### src/rtl/spi_smp_pkg.sv
package spi_smp_pkg;

    typedef enum logic [2:0] {
        S_IDLE,
        S_LEAD,
        S_HIGH,
        S_LOW,
        S_TRAIL
    } xfer_state_t;

    // Reserved code 2'b11 folds onto the zero-delay point.
    function automatic logic [1:0] eff_delay(input logic [1:0] code);
        return (code == 2'b11) ? 2'b00 : code;
    endfunction

endpackage

### src/rtl/spi_half_timer.sv
module spi_half_timer #(
    parameter int unsigned HALF_CYC = 4
) (
    input  logic clk_i,
    input  logic rst_ni,
    input  logic run_i,
    output logic tick_o
);
    localparam int unsigned CNT_W = (HALF_CYC > 2) ? $clog2(HALF_CYC) : 2;
    localparam logic [CNT_W-1:0] LAST = CNT_W'(HALF_CYC - 1);

    logic [CNT_W-1:0] cnt_q;

    assign tick_o = run_i && (cnt_q == LAST);

    always_ff @(posedge clk_i or negedge rst_ni) begin
        if (!rst_ni) begin
            cnt_q <= '0;
        end else if (!run_i || tick_o) begin
            cnt_q <= '0;
        end else begin
            cnt_q <= cnt_q + 1'b1;
        end
    end

    // half-period ends are never back to back
    a_r3_tick_spacing: assert property (@(posedge clk_i) disable iff (!rst_ni)
        tick_o |=> !tick_o);

endmodule

### src/rtl/spi_tx_shift.sv
module spi_tx_shift #(
    parameter int unsigned WIDTH = 8
) (
    input  logic             clk_i,
    input  logic             rst_ni,
    input  logic             load_i,
    input  logic [WIDTH-1:0] data_i,
    input  logic             shift_i,
    output logic             msb_o
);
    logic [WIDTH-1:0] q;

    always_ff @(posedge clk_i or negedge rst_ni) begin
        if (!rst_ni) begin
            q <= '0;
        end else if (load_i) begin
            q <= data_i;
        end else if (shift_i) begin
            q <= {q[WIDTH-2:0], 1'b0};
        end
    end

    assign msb_o = q[WIDTH-1];

endmodule

### src/rtl/spi_rx_sampler.sv
module spi_rx_sampler #(
    parameter int unsigned WIDTH = 8
) (
    input  logic             clk_i,
    input  logic             rst_ni,
    input  logic             clr_i,
    input  logic             rise_i,
    input  logic             fall_i,
    input  logic             mod_i,
    input  logic [1:0]       dly_i,
    input  logic             sdi_i,
    output logic [WIDTH-1:0] rx_data_o,
    output logic             done_o
);
    localparam int unsigned IDX_W = (WIDTH > 2) ? $clog2(WIDTH) : 1;
    localparam logic [IDX_W-1:0] LAST = IDX_W'(WIDTH - 1);

    logic [1:0]       fall_dq;
    logic             take;
    logic [IDX_W-1:0] idx_q;
    logic [WIDTH-2:0] sh_q;

    // delayed copies of the driving-edge pulse
    always_ff @(posedge clk_i or negedge rst_ni) begin
        if (!rst_ni) begin
            fall_dq <= '0;
        end else begin
            fall_dq <= {fall_dq[0], fall_i};
        end
    end

    always_comb begin
        if (!mod_i) begin
            take = rise_i;
        end else begin
            unique case (dly_i)
                2'b01:   take = fall_dq[0];
                2'b10:   take = fall_dq[1];
                default: take = fall_i;
            endcase
        end
    end

    always_ff @(posedge clk_i or negedge rst_ni) begin
        if (!rst_ni) begin
            idx_q     <= '0;
            sh_q      <= '0;
            rx_data_o <= '0;
            done_o    <= 1'b0;
        end else begin
            done_o <= 1'b0;
            if (clr_i) begin
                idx_q <= '0;
            end else if (take) begin
                if (idx_q == LAST) begin
                    rx_data_o <= {sh_q, sdi_i};
                    done_o    <= 1'b1;
                    idx_q     <= '0;
                end else begin
                    sh_q  <= {sh_q[WIDTH-3:0], sdi_i};
                    idx_q <= idx_q + 1'b1;
                end
            end
        end
    end

    // successive captures are at least two cycles apart
    a_r5_capture_spacing: assert property (@(posedge clk_i) disable iff (!rst_ni)
        take |=> !take);

    // the frame output only moves together with the done pulse
    a_r8_rx_held: assert property (@(posedge clk_i) disable iff (!rst_ni)
        !done_o |-> $stable(rx_data_o));

endmodule

### src/rtl/spi_sample_master.sv
module spi_sample_master
    import spi_smp_pkg::*;
#(
    parameter int unsigned HALF_CYC   = 4,
    parameter int unsigned FRAME_BITS = 8
) (
    input  logic                  clk_i,
    input  logic                  rst_ni,
    input  logic                  start_i,
    input  logic [FRAME_BITS-1:0] tx_data_i,
    input  logic                  mod_fmt_i,
    input  logic [1:0]            smpl_sel_i,
    input  logic                  cs_idle_i,
    input  logic                  miso_i,
    output logic                  sclk_o,
    output logic                  mosi_o,
    output logic                  cs_o,
    output logic [FRAME_BITS-1:0] rx_data_o,
    output logic                  done_o
);
    localparam int unsigned BIT_W = (FRAME_BITS > 2) ? $clog2(FRAME_BITS) : 1;
    localparam logic [BIT_W-1:0] LAST_BIT = BIT_W'(FRAME_BITS - 1);

    xfer_state_t      state_q, state_d;
    logic             tick, run, accept, rise_p, fall_p, tx_msb;
    logic [BIT_W-1:0] fall_cnt_q;
    logic             pol_q, mod_q;
    logic [1:0]       dly_q;

    assign run    = (state_q != S_IDLE);
    assign accept = (state_q == S_IDLE) && start_i;
    assign rise_p = tick && ((state_q == S_LEAD) || (state_q == S_LOW));
    assign fall_p = tick && (state_q == S_HIGH);

    spi_half_timer #(.HALF_CYC(HALF_CYC)) u_timer (
        .clk_i  (clk_i),
        .rst_ni (rst_ni),
        .run_i  (run),
        .tick_o (tick)
    );

    spi_tx_shift #(.WIDTH(FRAME_BITS)) u_tx (
        .clk_i   (clk_i),
        .rst_ni  (rst_ni),
        .load_i  (accept),
        .data_i  (tx_data_i),
        .shift_i (fall_p),
        .msb_o   (tx_msb)
    );

    spi_rx_sampler #(.WIDTH(FRAME_BITS)) u_rx (
        .clk_i     (clk_i),
        .rst_ni    (rst_ni),
        .clr_i     (accept),
        .rise_i    (rise_p),
        .fall_i    (fall_p),
        .mod_i     (mod_q),
        .dly_i     (dly_q),
        .sdi_i     (miso_i),
        .rx_data_o (rx_data_o),
        .done_o    (done_o)
    );

    // state register
    always_ff @(posedge clk_i or negedge rst_ni) begin
        if (!rst_ni) begin
            state_q <= S_IDLE;
        end else begin
            state_q <= state_d;
        end
    end

    // next state
    always_comb begin
        state_d = state_q;
        unique case (state_q)
            S_IDLE:  if (start_i) state_d = S_LEAD;
            S_LEAD:  if (tick)    state_d = S_HIGH;
            S_HIGH:  if (tick)    state_d = (fall_cnt_q == LAST_BIT) ? S_TRAIL : S_LOW;
            S_LOW:   if (tick)    state_d = S_HIGH;
            S_TRAIL: if (tick)    state_d = S_IDLE;
            default:              state_d = S_IDLE;
        endcase
    end

    // bit count and per-frame settings
    always_ff @(posedge clk_i or negedge rst_ni) begin
        if (!rst_ni) begin
            fall_cnt_q <= '0;
            pol_q      <= 1'b0;
            mod_q      <= 1'b0;
            dly_q      <= 2'b00;
        end else if (accept) begin
            fall_cnt_q <= '0;
            pol_q      <= cs_idle_i;
            mod_q      <= mod_fmt_i;
            dly_q      <= eff_delay(smpl_sel_i);
        end else if (fall_p) begin
            fall_cnt_q <= fall_cnt_q + 1'b1;
        end
    end

    // outputs
    always_comb begin
        sclk_o = (state_q == S_HIGH);
        mosi_o = run ? tx_msb : 1'b0;
        cs_o   = (state_q == S_IDLE) ? cs_idle_i : ~pol_q;
    end

    // the serial clock only moves at a half-period boundary
    a_r3_sclk_on_tick: assert property (@(posedge clk_i) disable iff (!rst_ni)
        (sclk_o != $past(sclk_o)) |-> $past(tick));

    // one done cycle per frame
    a_r8_done_one_cycle: assert property (@(posedge clk_i) disable iff (!rst_ni)
        done_o |=> !done_o);

    // completion only while the clock is high or in the trailing phase
    a_r5_done_phase: assert property (@(posedge clk_i) disable iff (!rst_ni)
        done_o |-> ((state_q == S_HIGH) || (state_q == S_TRAIL)));

    // per-frame settings do not move once a frame runs
    a_r9_cfg_held: assert property (@(posedge clk_i) disable iff (!rst_ni)
        run |=> ($stable(pol_q) && $stable(mod_q) && $stable(dly_q)));

endmodule

### config.mk
export PLATFORM = sky130hd
export DESIGN_NAME = spi_sample_master
export DESIGN_NICKNAME = d
export VERILOG_FILES = /design/src/rtl/spi_smp_pkg.sv /design/src/rtl/spi_half_timer.sv /design/src/rtl/spi_tx_shift.sv /design/src/rtl/spi_rx_sampler.sv /design/src/rtl/spi_sample_master.sv
export SDC_FILE = /design/constraint.sdc
export NUM_CORES = 1
export LEC_CHECK = 0
export BUFFER_PORTS_ARGS = -buffer_cell sky130_fd_sc_hd__buf_2
export CAP_MARGIN = 30
export CELL_PAD_IN_SITES_DETAIL_PLACEMENT = 0
export CELL_PAD_IN_SITES_GLOBAL_PLACEMENT = 2
export CORE_MARGIN = 2
export CORE_UTILIZATION = 39
export DETAILED_ROUTE_END_ITERATION = 10
export HOLD_SLACK_MARGIN = 0.12
export PLACE_DENSITY_LB_ADDON = 0.1
export RECOVER_POWER = 50
export SYNTH_ARGS = -nofsm -noshare
export SYNTH_HDL_FRONTEND = slang
export SYNTH_SLANG_ARGS = --single-unit
export TNS_END_PERCENT = 50
### constraint.sdc
create_clock -name clk_i -period 3 [get_ports clk_i]
set_input_delay 0.15 -clock clk_i [delete_from_list [all_inputs] [get_ports clk_i]]
set_output_delay 0.15 -clock clk_i [all_outputs]
set_load 0.02 [all_outputs]
==> results of run 1 <==
[path summary, 6_finish.rpt]
path / startpoint / to / slack, ns / cells after the start
worst min register to register: u_rx.fall_dq[0] / u_rx.fall_dq[1] / 0.38 / 0
min in group asynchronous: rst_ni / u_timer.cnt_q[0] / 0.53 / 2
worst min-delay path: smpl_sel_i[0] / dly_q[0] / 0.14 / 3
worst max-delay path: state_q[0] / u_rx.sh_q[2] / 0.69 / 4
max in group asynchronous: rst_ni / u_rx.sh_q[3] / 1.90 / 2
worst max register to register: state_q[0] / u_rx.sh_q[2] / 0.69 / 4
[state kept, by name, indices dropped and copies added (netlist names)]
| register | count |
|---|---|
| dly_q | 2 |
| u_rx.fall_dq | 2 |
| mod_q | 1 |
| u_rx.idx_q | 3 |
| u_timer.cnt_q | 2 |
| u_tx.q | 8 |
| fall_cnt_q | 3 |
| u_rx.rx_data_o | 8 |
| state_q | 3 |
| u_rx.done_o | 1 |
| u_rx.sh_q | 7 |
| pol_q | 1 |
[power by group through the flow]
stage / Sequential, mW / Clock [mW] / Combinational [mW]
finish: 0.867 / 0.342 / 0.534
global route: 0.896 / 0.384 / 0.603
CTS: 0.870 / 0.364 / 0.547
detailed placement: 0.882 / 0 / 0.533
global placement: 0.870 / 0 / 0.504
floorplan: 0.841 / 0 / 0.416
[worst max-delay path, cell delays in order (launching register included)]
cell and delay [ns]:
dfrtp_1 0.48, nor3_1 0.63, nand2_1 0.40, o211ai_2 0.29, mux2_2 0.39
[layout make-up]
| cell class | count | area [um^2] | area share, % |
|---|---|---|---|
| Sequential cell | 41 | 1026 | 46.38 |
| Inverter | 5 | 18.77 | 0.8484 |
| Clock inverter | 2 | 10.01 | 0.4525 |
| Clock buffer | 6 | 72.57 | 3.281 |
| Timing Repair Buffer | 42 | 269.0 | 12.16 |
| Tap cell | 52 | 65.06 | 2.941 |
| Multi-Input combinational cell | 102 | 750.7 | 33.94 |
[cells in the mapped netlist (all sizes together)]
master and number:
dfrtp 41, nand2 20, mux2 15, o21ai 14
ha 7, mux2i 7, nor2 6, buf 5
inv 5, nand3b 4, nor3 4, a21oi 3
clkbuf 2, nand3 2, nor2b 2, nor3b 2
a211oi 1, a221oi 1, a22o 1, a22oi 1
a31oi 1, and2 1, and2b 1, and3b 1
and4b 1, nand4 1, nor4bb 1, o2111ai 1
o211ai 1, o21a 1, o22ai 1, xnor2 1
[cells by family (layout without fill, tap and decap cells)]
family / after synthesis / count (layout) / share of synthesized area (%)
AOI/OAI and AO/OA: 26 / 26 / 9.596
xor gates and xnor gates: 1 / 1 / 0.4799
adders and majority gates: 7 / 7 / 4.798
buffers and inverters: 12 / 55 / 2.742
DFF: 41 / 41 / 56.20
muxes: 22 / 22 / 13.09
and+or+nand+nor: 46 / 46 / 13.09
[repair_timing]
action	in CTS	in global routing
hold buffers	13	0
hold endpoints to repair	54	0
buffers inserted	0	0
[metal layers]
layer,wire length (um),global-route usage (%),vias up
met5,0,0,-
met4,47,4.938,0
met3,146,4.167,7
met2,1500,22.43,26
met1,1604,19.06,600
li1,-,-,621
[cell usage in the layout, fill, tap and decap left out, drive strengths merged]
| cell type | synthesis | routed |
|---|---|---|
| a211oi | 1 | 1 |
| a21oi | 3 | 3 |
| a221oi | 1 | 1 |
| a22o | 1 | 1 |
| a22oi | 1 | 1 |
| a31oi | 1 | 1 |
| and2 | 1 | 1 |
| and2b | 1 | 1 |
| and3b | 1 | 1 |
| and4b | 1 | 1 |
| buf | 5 | 20 |
| clkbuf | 2 | 15 |
| clkinv | 0 | 2 |
| dfrtp | 41 | 41 |
| dlygate4sd3 | 0 | 13 |
| ha | 7 | 7 |
| inv | 5 | 5 |
| mux2 | 15 | 15 |
| mux2i | 7 | 7 |
| nand2 | 20 | 20 |
| nand3 | 2 | 2 |
| nand3b | 4 | 4 |
| nand4 | 1 | 1 |
| nor2 | 6 | 6 |
| nor2b | 2 | 2 |
| nor3 | 4 | 4 |
| nor3b | 2 | 2 |
| nor4bb | 1 | 1 |
| o2111ai | 1 | 1 |
| o211ai | 1 | 1 |
| o21a | 1 | 1 |
| o21ai | 14 | 14 |
| o22ai | 1 | 1 |
| xnor2 | 1 | 1 |
==> results.py, run 1 <==
metrics = {
    "global_route": {
        "antenna_found_initial": 0,
        "grt-ovfl-total": 0,
        "grt_max_degree": 42,
        "grt_pass1_vias": 1289,
        "grt_first_pass_wirelength_um": 5809,
        "grt_use_total_pct": 14.30,
    },
    "floorplan": {
        "fp.coreArea_um2": 4444,
        "die_y_um": 72.42,
        "dieArea_um2": 5244,
        "rows": 24,
        "io_pins": 28,
        "die_w_um": 72.42,
        "start_util_pct": 41.08,
    },
    "worst_setup_path": {
        "required_ns": 3.17,
        "setup.worst_path.start_class": "flip-flop",
        "crit_fanout": 9,
        "cp_data_arrival_time_ns": 2.48,
        "cp-end-kind": "flip-flop",
        "path_class": "reg -> reg",
    },
    "pwr": {
        "pwr-share-seq_pct": 49.7,
        "power.density_nw_per_um2": 787.8,
        "p_sw_share_pct": 32.92,
        "finalPower_mw": 1.743,
        "p_leak_nw": 1.017,
        "power_frac_comb_pct": 30.6,
        "clkPwrFrac_pct": 19.6,
        "p_int_mw": 1.169,
        "p_sw_uw": 573.6,
        "peakVddDrop_mv": 0.3851,
    },
    "sta": {
        "finalSetupViolations": 0,
        "clock.fmax_mhz": 432.7,
        "setup_slack_ns": 0.6892,
        "fin_crit_ns": 2.311,
        "finalHoldWorstSlack_ns": 0.1394,
        "rsz0062_at_grt": "no",
        "tightestPinTransition_ns": 0.8994,
        "hold_viol": 0,
        "fin_crit_sh_pct": 77.03,
        "fin_worst_skew_ns": 0.003735,
        "slew_headroom_pct": 40.04,
        "slew_viol_final": 0,
        "tns_ns": 0,
    },
    "placement": {
        "place_congestion": 0.6658,
        "port_buffers": 27,
        "dp_slack_ns": 0.9230,
        "placed_cells": 229,
        "placed_area_um2": 2016,
        "hpwl_um": 2242,
    },
    "logic_synthesis": {
        "synth_area_leader_cell": "dfrtp_1",
        "synth_nets": 178,
        "yosysUniqueCellTypes": 35,
        "synth_top_area_share_pct": 56.20,
        "syn_area_um2": 1826,
        "synth_warnings": 0,
        "synth_area_leaders": "dfrtp_1, mux2_2, ha_1, nand2_1, mux2i_1",
        "syn-instance-count": 155,
        "ys_ff_latch": 41,
        "yosysSeqAreaShare_pct": 56.20,
        "syn_avg_cell_area_um2": 11.78,
    },
    "finish": {
        "area_growth_pct": 21.18,
        "drive_above_1_share_pct": 23.23,
        "fillers": 413,
        "final_area_um2": 2212,
        "nNetsFinal": 220,
        "utilization_pct": 49.77,
        "final_cells": 250,
        "diodes": 0,
    },
    "hold_path": {
        "hold_path.class": "in -> reg",
    },
    "detailed_routing": {
        "drc": 0,
        "num_vias": 1254,
        "routed_wl_um": 3298,
        "ant_nets": 0,
        "viasPerCell": 5.016,
        "drtPass1Iterations": 4,
        "wl_per_cell_um": 13.19,
        "first_iter_violations": 50,
    },
    "cts": {
        "htree_levels": 2,
        "cts_tree": "done",
        "clock-sinks": 41,
        "numCtsBuffers": 5,
        "cts-root-buf": "clkbuf_8",
        "clock_path_buffers": 2,
        "cts_resized": 0,
        "clk_latency_ns": 0.29,
        "clk_pin_slew_ns": 0.08,
    },
    "flow_run": {
        "maxCapViolCount": 0,
    },
    "status": {
        "status": "finished, final reports clean",
    },
}
Note: power is estimated with default switching activity, not from simulation.
==> run 2: changes to the inputs <==
--- a/config.mk
+++ b/config.mk
@@ -5,12 +5,13 @@
 export SDC_FILE = /design/constraint.sdc
 export NUM_CORES = 1
 export LEC_CHECK = 0
+export ABC_AREA = 1
 export BUFFER_PORTS_ARGS = -buffer_cell sky130_fd_sc_hd__buf_2
 export CAP_MARGIN = 30
 export CELL_PAD_IN_SITES_DETAIL_PLACEMENT = 0
 export CELL_PAD_IN_SITES_GLOBAL_PLACEMENT = 2
 export CORE_MARGIN = 2
-export CORE_UTILIZATION = 39
+export CORE_UTILIZATION = 31
 export DETAILED_ROUTE_END_ITERATION = 10
 export HOLD_SLACK_MARGIN = 0.12
 export PLACE_DENSITY_LB_ADDON = 0.1
==> constraint.sdc (replaced) <==
create_clock -name clk_i -period 1.94 [get_ports clk_i]
set_input_delay 0.097 -clock clk_i [delete_from_list [all_inputs] [get_ports clk_i]]
set_output_delay 0.097 -clock clk_i [all_outputs]
set_load 0.02 [all_outputs]
==> results.py, run 2 <==
metrics = {
    "placement": {
        "placed_cells": 309,
        "place_congestion": 0.7647,
        "hpwl_um": 2836,
        "port_buffers": 27,
        "dp_slack_ns": 0.3565,
        "placed_area_um2": 2081,
    },
    "pwr": {
        "peakVddDrop_mv": 0.6196,
        "pwr-share-seq_pct": 40.5,
        "p_sw_mw": 1.223,
        "finalPower_mw": 3.312,
        "clkPwrFrac_pct": 24.7,
        "power.density_nw_per_um2": 1407,
        "p_sw_share_pct": 36.93,
        "power_frac_comb_pct": 34.9,
        "p_leak_nw": 1.286,
        "p_int_mw": 2.089,
    },
    "sta": {
        "finalHoldWorstSlack_ns": 0.2243,
        "clock.fmax_mhz": 558.4,
        "slew_headroom_pct": 19.80,
        "finalSetupViolations": 0,
        "rsz0062_at_grt": "no",
        "hold_viol": 0,
        "fin_worst_skew_ns": 0.001801,
        "slew_viol_final": 0,
        "tns_ns": 0,
        "tightestPinTransition_ns": 1.203,
        "fin_crit_sh_pct": 92.31,
        "fin_crit_ns": 1.791,
        "setup_slack_ns": 0.1492,
    },
    "finish": {
        "utilization_pct": 39.99,
        "final_cell_mix": "nand2_1, dfrtp_1, nand3_1",
        "final_common_cell": "nand2_1",
        "largestRegisters": "u_rx.rx_data_o x8, u_tx.q x8, u_rx.sh_q x7",
        "fillers": 619,
        "final_area_um2": 2354,
        "diodes": 0,
        "drive_above_1_share_pct": 18.68,
        "area_growth_pct": 25.82,
        "nNetsFinal": 279,
        "final_cells": 332,
    },
    "cts": {
        "htree_levels": 2,
        "clock-sinks": 41,
        "cts-root-buf": "clkbuf_8",
        "clk_latency_ns": 0.29,
        "cts_tree": "done",
        "numCtsBuffers": 5,
        "clock_path_buffers": 2,
        "clk_pin_slew_ns": 0.08,
        "cts_resized": 0,
        "post_cts_buffers": 0,
    },
    "global_route": {
        "grt_max_degree": 24,
        "grt_first_pass_wirelength_um": 6796,
        "grt_use_total_pct": 13.54,
        "antenna_found_initial": 0,
        "grt_pass1_vias": 1455,
        "grt-ovfl-total": 0,
    },
    "floorplan": {
        "rows": 28,
        "die_y_um": 81.68,
        "dieArea_um2": 6672,
        "start_util_pct": 31.78,
        "fp.coreArea_um2": 5886,
        "die_w_um": 81.68,
        "io_pins": 28,
    },
    "detailed_routing": {
        "met1_length_um": 2037,
        "wl_per_cell_um": 11.89,
        "top_layer": "met4",
        "met3_length_um": 124,
        "route.met2.wl_um": 1739,
        "viasPerCell": 4.458,
        "first_iter_violations": 56,
        "drtPass1Iterations": 4,
        "ant_nets": 0,
        "routed_wl_um": 3949,
        "drc": 0,
        "num_vias": 1480,
    },
    "logic_synthesis": {
        "synth_common_cells": "nand2_1, dfrtp_1, nand3_1, inv_1, o21ai_0",
        "synth_most_common_cell": "nand2_1",
        "synth_area_leaders": "dfrtp_1, nand2_1, nand3_1, ha_1, nand2_4",
        "yosysSeqAreaShare_pct": 54.85,
        "synth_nets": 231,
        "synth_edf_count": 0,
        "synth_top_area_share_pct": 54.85,
        "syn_area_um2": 1871,
        "synth_area_leader_cell": "dfrtp_1",
        "ys_ff_latch": 41,
        "async_reset_ff_share_pct": 100.0,
        "syn-instance-count": 208,
        "synth_warnings": 0,
        "synth_top_flop_cell": "dfrtp_1",
        "syn_avg_cell_area_um2": 8.993,
        "yosysUniqueCellTypes": 25,
    },
    "hold_path": {
        "min_path_cells": 4,
        "hold_path.class": "in -> reg",
    },
    "worst_setup_path": {
        "slowest_delay_ns": 0.55,
        "ff2ff_path_depth": 7,
        "path_delay_family": "buffers and inverters",
        "crit_cells": 7,
        "setup.worst_path.start_class": "flip-flop",
        "cp-end-kind": "flip-flop",
        "cp_cell_sequence": "nor2_2 -> nand2_2 -> inv_2 -> nand2_4 -> nand2_1 -> o31ai_2 -> dlygate4sd3_1",
        "path_buf_inv": 2,
        "cp_data_arrival_time_ns": 1.97,
        "required_ns": 2.12,
        "crit_fanout": 18,
        "cp_slowest_cell": "dlygate4sd3_1",
        "path_class": "reg -> reg",
    },
    "flow_run": {
        "maxCapViolCount": 0,
    },
    "status": {
        "status": "finished, final reports clean",
    },
}
==> run 2: changes by cell type after synthesis, sizes merged, moves of 4 or more <==
cell / before / now
inv: 5 / 19
mux2i: 7 / 0
nand2: 20 / 83
mux2: 15 / 0
nand3: 2 / 24
o21ai: 14 / 10
==> run 2: power by group through the flow <==
stage / clock, mW / sequential, mW / combinational (mW)
2_1_floorplan: 0 / 1.32 / 0.921
3_3_place_gp: 0 / 1.34 / 1.11
3_5_place_dp: 0 / 1.36 / 1.13
4_1_cts: 0.839 / 1.34 / 1.17
5_1_grt: 0.880 / 1.37 / 1.36
6_report: 0.816 / 1.34 / 1.15
==> run 2: kinds of logic after synthesis <==
kind of cell	synth area share [%]
flip-flops	54.85
AO/OA/AOI/OAI	5.150
adder cells (fa/ha/maj)	4.682
AND/OR/NAND/NOR	29.50
buffers and inverters	5.819
==> run 2: layout make-up <==
| type | count | area [um^2] | share of cell area, % |
|---|---|---|---|
| Multi-Input combinational cell | 144 | 735.7 | 31.26 |
| Clock inverter | 3 | 65.06 | 2.764 |
| Sequential cell | 41 | 1026 | 43.59 |
| Inverter | 20 | 75.07 | 3.190 |
| Tap cell | 75 | 93.84 | 3.987 |
| Clock buffer | 5 | 68.82 | 2.924 |
| Timing Repair Buffer | 44 | 289.0 | 12.28 |
==> run 2: worst min-delay path: stages <==
cell     delay (ns)
buf_2          0.10
nand2_4        0.14
nand2_1        0.09
nand2_1        0.04
==> run 2: final timing paths <==
check,from,end,slack [ns]
setup reg to reg,state_q[1],dly_q[0],0.15
hold reg to reg,u_rx.fall_dq[0],u_rx.fall_dq[1],0.39
hold / removal,start_i,pol_q,0.22
max in group asynchronous,rst_ni,dly_q[0],0.48
setup / recovery,state_q[1],dly_q[0],0.15
min in group asynchronous,rst_ni,pol_q,0.57
==> run 2: layer usage <==
| layer | vias up | GRT usage, % |
|---|---|---|
| li1 | 763 | - |
| met1 | 693 | 18.91 |
| met2 | 19 | 20.66 |
| met3 | 5 | 3.626 |
| met4 | 0 | 4.000 |
| met5 | - | 0 |
==> run 2: repair_timing <==
action	4_1_cts	5_1_grt
hold buffers	15	0
endpoints found under the hold margin	35	0
setup endpoints to repair	0	0
